<file path="config.mk">
export PLATFORM = sky130hd
export DESIGN_NAME = extint_cond
export DESIGN_NICKNAME = d
export VERILOG_FILES = /design/src/rtl/extint_pkg.sv /design/src/rtl/extint_sync.sv /design/src/rtl/extint_filter.sv /design/src/rtl/extint_edge.sv /design/src/rtl/extint_cond.sv
export SDC_FILE = /design/constraint.sdc
export NUM_CORES = 1
export LEC_CHECK = 0
export ABC_AREA = 0
export BUFFER_PORTS_ARGS = -buffer_cell sky130_fd_sc_hd__buf_2
export CAP_MARGIN = 0
export CORE_UTILIZATION = 50
export CTS_CLUSTER_DIAMETER = 50
export DETAILED_ROUTE_END_ITERATION = 10
export PLACE_DENSITY = 0.78
export SYNTH_ARGS = -nofsm -noshare
export SYNTH_HDL_FRONTEND = slang
export SYNTH_HIERARCHICAL = 1
export SYNTH_SLANG_ARGS = --single-unit
</file>
<file path="constraint.sdc">
create_clock -name clk -period 4.4 [get_ports clk]
set_input_delay 0.44 -clock clk [delete_from_list [all_inputs] [get_ports clk]]
set_output_delay 0.44 -clock clk [all_outputs]
set_load 0.05 [all_outputs]
</file>
<file path="src/rtl/extint_pkg.sv">
package extint_pkg;

    localparam int unsigned NUM_CH  = 6;
    localparam int unsigned MAX_LEN = 16;
    localparam int unsigned CNT_W   = $clog2(MAX_LEN);

    // Control register, bit 0 at the right
    typedef struct packed {
        logic [1:0] nr_sel;     // filter length code
        logic       rsvd;       // reads zero
        logic [3:0] fall_sel;   // edge select, channels 1..4
        logic       ch0_en;     // channel 0 feeds the request path
    } ctl_t;

    localparam int unsigned REG_W = $bits(ctl_t);

    typedef enum logic [1:0] {
        NR_LEN1  = 2'd0,
        NR_LEN4  = 2'd1,
        NR_LEN8  = 2'd2,
        NR_LEN16 = 2'd3
    } nr_code_e;

    // Terminal count of the stability counter (length minus one)
    function automatic logic [CNT_W-1:0] stable_last(input logic [1:0] code);
        logic [CNT_W-1:0] r;
        case (nr_code_e'(code))
            NR_LEN1:  r = CNT_W'(0);
            NR_LEN4:  r = CNT_W'(3);
            NR_LEN8:  r = CNT_W'(7);
            default:  r = CNT_W'(MAX_LEN - 1);
        endcase
        return r;
    endfunction

    // Falling-edge select for a channel; outer channels are fixed falling
    function automatic logic ch_falls(input int unsigned ch, input ctl_t c);
        logic r;
        case (ch)
            1:       r = c.fall_sel[0];
            2:       r = c.fall_sel[1];
            3:       r = c.fall_sel[2];
            4:       r = c.fall_sel[3];
            default: r = 1'b1;
        endcase
        return r;
    endfunction

endpackage

</file>
<file path="src/rtl/extint_sync.sv">
module extint_sync #(
    parameter int unsigned           WIDTH   = 6,
    parameter int unsigned           STAGES  = 2,
    parameter logic [WIDTH-1:0]      RST_VAL = '1
) (
    input  logic             clk,
    input  logic             rst,
    input  logic [WIDTH-1:0] d_i,
    output logic [WIDTH-1:0] q_o
);

    logic [WIDTH-1:0] stg_q [STAGES];

    always_ff @(posedge clk) begin
        if (rst) begin
            for (int s = 0; s < STAGES; s++) stg_q[s] <= RST_VAL;
        end else begin
            stg_q[0] <= d_i;
            for (int s = 1; s < STAGES; s++) stg_q[s] <= stg_q[s-1];
        end
    end

    assign q_o = stg_q[STAGES-1];

    generate
        if (STAGES == 2) begin : g_chk2
            logic [1:0] warm_q;
            always_ff @(posedge clk) begin
                if (rst)                warm_q <= 2'd0;
                else if (warm_q != 2'd2) warm_q <= warm_q + 2'd1;
            end
            // the output is the pin two edges earlier
            a_r3_two_edge_delay: assert property (@(posedge clk) disable iff (rst)
                (warm_q == 2'd2) |-> (q_o == $past(d_i, 2)));
        end
    endgenerate

endmodule

</file>
<file path="src/rtl/extint_filter.sv">
module extint_filter #(
    parameter int unsigned CNT_W   = 4,
    parameter logic        RST_LVL = 1'b1
) (
    input  logic             clk,
    input  logic             rst,
    input  logic             lvl_i,
    input  logic [CNT_W-1:0] last_i,
    output logic             lvl_o,
    output logic             take_o
);

    logic             flt_q;
    logic [CNT_W-1:0] cnt_q;
    logic             differ;
    logic             take;

    assign differ = (lvl_i != flt_q);
    assign take   = differ && (cnt_q >= last_i);

    always_ff @(posedge clk) begin
        if (rst) begin
            flt_q <= RST_LVL;
            cnt_q <= '0;
        end else if (!differ) begin
            cnt_q <= '0;
        end else if (take) begin
            flt_q <= lvl_i;
            cnt_q <= '0;
        end else begin
            cnt_q <= cnt_q + 1'b1;
        end
    end

    assign lvl_o  = flt_q;
    assign take_o = take;

    // a filtered level only moves after a full stability run
    a_r4_run_before_change: assert property (@(posedge clk) disable iff (rst)
        !$stable(flt_q) |-> ($past(cnt_q) >= $past(last_i)));

    // a steady input never moves the filtered level
    a_r4_steady_hold: assert property (@(posedge clk) disable iff (rst)
        ($past(lvl_i) == $past(flt_q)) |-> $stable(flt_q));

endmodule

</file>
<file path="src/rtl/extint_edge.sv">
module extint_edge #(
    parameter int unsigned NUM_CH = 6
) (
    input  logic              clk,
    input  logic              rst,
    input  logic [NUM_CH-1:0] take_i,
    input  logic [NUM_CH-1:0] lvl_i,
    input  logic [NUM_CH-1:0] fall_i,
    input  logic [NUM_CH-1:0] gate_i,
    output logic [NUM_CH-1:0] req_o
);

    logic [NUM_CH-1:0] req_q;
    logic [NUM_CH-1:0] hit;

    // new level high qualifies a rising edge, low a falling one
    assign hit = take_i & (lvl_i ^ fall_i) & gate_i;

    always_ff @(posedge clk) begin
        if (rst) req_q <= '0;
        else     req_q <= hit;
    end

    assign req_o = req_q;

    generate
        for (genvar i = 0; i < NUM_CH; i++) begin : g_chk
            // one request never stretches into a second clock
            a_r5_single_pulse: assert property (@(posedge clk) disable iff (rst)
                req_q[i] |=> !req_q[i]);
        end
    endgenerate

endmodule

</file>
<file path="src/rtl/extint_cond.sv">
module extint_cond
    import extint_pkg::*;
#(
    parameter logic IDLE_LVL = 1'b1
) (
    input  logic              clk,
    input  logic              rst,
    input  logic              cfg_we,
    input  logic [REG_W-1:0]  cfg_wdata,
    output logic [REG_W-1:0]  cfg_rdata,
    input  logic [NUM_CH-1:0] pin_i,
    output logic [NUM_CH-1:0] irq_o,
    output logic [NUM_CH-1:0] level_o
);

    ctl_t              ctl_q;
    ctl_t              ctl_wr;
    logic [NUM_CH-1:0] sync_lvl;
    logic [NUM_CH-1:0] flt_lvl;
    logic [NUM_CH-1:0] take;
    logic [NUM_CH-1:0] fall_vec;
    logic [NUM_CH-1:0] gate_vec;
    logic [CNT_W-1:0]  last_cnt;

    // control register
    always_comb begin
        ctl_wr      = ctl_t'(cfg_wdata);
        ctl_wr.rsvd = 1'b0;
    end

    always_ff @(posedge clk) begin
        if (rst)         ctl_q <= '0;
        else if (cfg_we) ctl_q <= ctl_wr;
    end

    assign cfg_rdata = REG_W'(ctl_q);
    assign last_cnt  = stable_last(ctl_q.nr_sel);

    // synchronizer
    extint_sync #(
        .WIDTH  (NUM_CH),
        .STAGES (2),
        .RST_VAL({NUM_CH{IDLE_LVL}})
    ) u_sync (
        .clk(clk),
        .rst(rst),
        .d_i(pin_i),
        .q_o(sync_lvl)
    );

    assign level_o = sync_lvl;

    // per-channel filters and edge configuration
    generate
        for (genvar i = 0; i < NUM_CH; i++) begin : g_ch
            extint_filter #(
                .CNT_W  (CNT_W),
                .RST_LVL(IDLE_LVL)
            ) u_filter (
                .clk   (clk),
                .rst   (rst),
                .lvl_i (sync_lvl[i]),
                .last_i(last_cnt),
                .lvl_o (flt_lvl[i]),
                .take_o(take[i])
            );
            assign fall_vec[i] = ch_falls(i, ctl_q);
            if (i == 0) begin : g_shared
                assign gate_vec[i] = ctl_q.ch0_en;
            end else begin : g_plain
                assign gate_vec[i] = 1'b1;
            end
        end
    endgenerate

    extint_edge #(
        .NUM_CH(NUM_CH)
    ) u_edge (
        .clk   (clk),
        .rst   (rst),
        .take_i(take),
        .lvl_i (sync_lvl),
        .fall_i(fall_vec),
        .gate_i(gate_vec),
        .req_o (irq_o)
    );

    // reserved bit never holds a one
    a_r2_rsvd_zero: assert property (@(posedge clk) disable iff (rst)
        !cfg_rdata[5]);

    // fixed channels only request on a falling edge
    a_r7_ch5_falling: assert property (@(posedge clk) disable iff (rst)
        irq_o[5] |-> !flt_lvl[5]);
    a_r7_ch0_falling: assert property (@(posedge clk) disable iff (rst)
        irq_o[0] |-> !flt_lvl[0]);

    // channel 0 requests only when its enable was set
    a_r8_ch0_gated: assert property (@(posedge clk) disable iff (rst)
        irq_o[0] |-> $past(ctl_q.ch0_en));

    generate
        for (genvar k = 1; k <= 4; k++) begin : g_pol_chk
            // request direction follows the programmed edge
            a_r6_edge_dir: assert property (@(posedge clk) disable iff (rst)
                irq_o[k] |-> (flt_lvl[k] == !$past(fall_vec[k])));
        end
    endgenerate

endmodule

</file>
==> run_results.csv <==
group,metric,value,unit
critical_path,critPathArrivalTime,2360,ps
floorplanning,io_pins,37,
placement,dp_cells,375,
timing,setup_tns,0,ps
critical_path,cp-end-kind,"register",
hold_path,hold-path-endpoint,"u_sync/stg_q[0][3]",
synthesis,synthAdderAreaFrac,0.142,
synthesis,synth.top_cells.by_count,"dfxtp_1, nor2_1, inv_1",
synthesis,avgSynthCellArea,9.60,µm²
placement,place_area,2850,µm²
final_layout,fillers,456,
timing,max_slew_margin,0.614,
critical_path,slowest_delay,460,ps
synthesis,synthCells,275,
floorplanning,coreArea,5110,µm²
route,antenna_left,0,
final_layout,stdcell_count,383,
final_layout,multi_input_area,1360,µm²
timing,finClkSkew,10.3,ps
power,irDropWorstVdd,0.000250,V
power,power,0.000954,W
synthesis,synthFlopType,"dfxtp_1",
critical_path,r2r-end,"g_ch[3].u_filter/lvl_o",
placement,dp_hpwl,3320,µm
placement,io_buffers,34,
clock_network,cts_buffers,5,
global_route,track_usage,0.173,
timing,report.final.setup_viol,0,
timing,final_hold_viol_count,0,
timing,fin_crit_sh,0.489,
synthesis,yosys.area.top_type,"dfxtp_1",
floorplanning,initial_core_util,0.517,
synthesis,muxShareOfSynthArea,0.0265,
clock_network,clk_pin_slew_worst_paths,90,ps
route,first_pass_iters,2,
route,vias,1857,
critical_path,slowest_stage,"or2_2",
route,vias_per_cell,4.85,
critical_path,critPathLaunchType,"register",
timing,min_period,2150,ps
route,drt-initial-drc-count,52,
global_route,grt_max_degree,38,
synthesis,ys_seq_area_frac,0.417,
clock_network,cts_tree,"yes",
clock_network,clock-sinks,55,
critical_path,cp_max_fo,12,
clock_network,h-tree-depth,2,
global_route,grt_first_pass_wirelength,7300,µm
synthesis,synth_top_family_by_area,"adder cells",
critical_path,crit_required,4610,ps
final_layout,final_area,2940,µm²
hold_path,hp-start,"pin_i[3]",
critical_path,reg2regPathDepth,5,
timing,slew_violations,0,
final_layout,antennaDiodeCount,0,
clock_network,postCtsSetupBuffers,0,
clock_network,cts_buffer_depth,2,
critical_path,path_class,"register to register",
critical_path,worstReg2RegStart,"cfg_rdata[7]",
final_layout,layout-drive-gt1-share,0.157,
clock_network,ctsResizeCount,0,
power,p_leak,1.30,nW
final_layout,area_delta_synth_final,11.2,%
route,wire_per_inst,11.2,µm
timing,rsz0062_at_grt,"no",
synthesis,synth_compound_area_frac,0.125,
route,post-route-drc-count,0,
synthesis,synth_top_area_frac,0.417,
critical_path,cp_cell_sequence,"or2_2 -> ha_1 -> o2111ai_1 -> a21boi_1 -> a311o_1",
floorplanning,die_h,74.7,µm
clock_network,ctsRootBufferMaster,"clkbuf_8",
synthesis,ys_ff_latch,55,
synthesis,synth-simple-area-share,0.128,
floorplanning,dieWidth,74.7,µm
floorplanning,die_area,5580,µm²
synthesis,synth_xor_area_frac,0.0796,
run,drv_cap,0,
hold_path,hold_class,"input pin to register",
final_layout,layout.area.seq,1100,µm²
power,power_density,325,nW/µm²
route,postRouteWirelength,4270,µm
synthesis,synth.distinct_cells,24,
timing,max_clock_freq,0.464,GHz
synthesis,yosys-top-cells-area,"dfxtp_1, ha_1, xnor2_1, nor2_1, inv_1",
final_layout,layout.nets,359,
synthesis,yosysMostFrequentCell,"dfxtp_1",
global_route,gr-total-overflow,0,
placement,place.gp.congestion,0.758,
outcome,outcome,"finished, final reports clean",
critical_path,r2r_setup_slack,2250,ps
hold_path,holdPathStages,2,
floorplanning,num_rows,26,
global_route,grt_pass1_vias,1802,
synthesis,ys_warn_count,6,
clock_network,clk_latency,310,ps
timing,worst_pin_slew,578,ps
clock_network,cts-hold-fix-buffers,0,
synthesis,async_reset_ff_frac,0,
global_route,antenna_found_initial,0,
synthesis,synth-edff-count,0,
synthesis,syn_area,2640,µm²
==> cell families (layout without fill, tap and decap cells) <==
kind of cell    Yosys count  count (layout)
mux                       7               7
xor+xnor                 24              24
fa+ha+maj                30              30
simple gates             75              75
other cells               2               8
buf+inv                  46              78
flops                    55              55
compound gates           36              36
==> metrics by stage <==
step | util | worst slack [ps] | hold slack (ps)
after floorplan | - | 2290 | 383
after global placement | 0.558 | 2340 | 389
after detailed placement | 0.558 | 2290 | 395
after CTS | 0.575 | 2260 | 285
after global routing | 0.575 | 2090 | 280
final | 0.575 | 2250 | 299
==> sequential cells by signal, summed over array words and instances (netlist names) <==
| register | cells |
|---|---|
| cfg_rdata | 7 |
| g_ch.u_filter/cnt_q | 24 |
| g_ch.u_filter/lvl_o | 6 |
| u_edge/req_o | 6 |
| u_sync/stg_q | 12 |
==> placed cells by master (no fill, tap or decap) <==
cell type,instances
a21boi_1,6
a21o_1,6
a21oi_1,6
a21oi_4,6
a311o_1,6
and2_1,1
buf_2,34
clkbuf_8,5
clkinv_2,1
clkinvlp_4,2
conb_1,8
dfxtp_1,55
ha_1,30
inv_1,36
mux2i_1,7
nand2_1,6
nand3_1,12
nor2_1,37
nor3_1,6
o2111ai_1,6
or2_1,12
or2_2,1
xnor2_1,18
xor2_1,6
==> layer usage <==
layer  part of all wire  global-route usage  routed length, µm
met1               0.44               0.184               1870
met2               0.51               0.321               2190
met3              0.033              0.0469                139
met4              0.017              0.0713                 73
met5                  0                   0                  0
==> how the worst max path moves through the flow <==
stage / startpoint / endpoint / slack (ps) / cells after the start
after global routing: cfg_rdata[7] / g_ch[5].u_filter/lvl_o / 2090 / 6
after floorplan: cfg_rdata[7] / g_ch[0].u_filter/lvl_o / 2290 / 7
after detailed placement: cfg_rdata[7] / g_ch[0].u_filter/lvl_o / 2290 / 5
after CTS: cfg_rdata[7] / g_ch[5].u_filter/lvl_o / 2260 / 5
final: cfg_rdata[7] / g_ch[3].u_filter/lvl_o / 2250 / 5
after global placement: cfg_rdata[7] / g_ch[1].u_filter/lvl_o / 2340 / 5
==> final cells by class <==
class,count,share of cell area
multi-input combinational,180,0.461
clock inverter,3,0.00681
clock buffer,5,0.0234
sequential,55,0.375
timing repair buffer,34,0.0579
tap,70,0.0298
inverter,36,0.0460
==> worst max-delay path: cells and delay by family, from the launching register on <==
| family | cells | cell delay, ps |
|---|---|---|
| compound gates | 3 | 810 |
| simple gates | 1 | 460 |
| flops | 1 | 440 |
| fa+ha+maj | 1 | 320 |
==> power by group <==
part	internal [W]	switching, W	leakage [nW]
sequential	0.000519	0.0000165	0.449
clock	0.000111	0.000162	0.0402
combinational	0.0000554	0.0000904	0.813
total	0.000685	0.000269	1.30
Note: power is estimated with default switching activity, not from simulation.
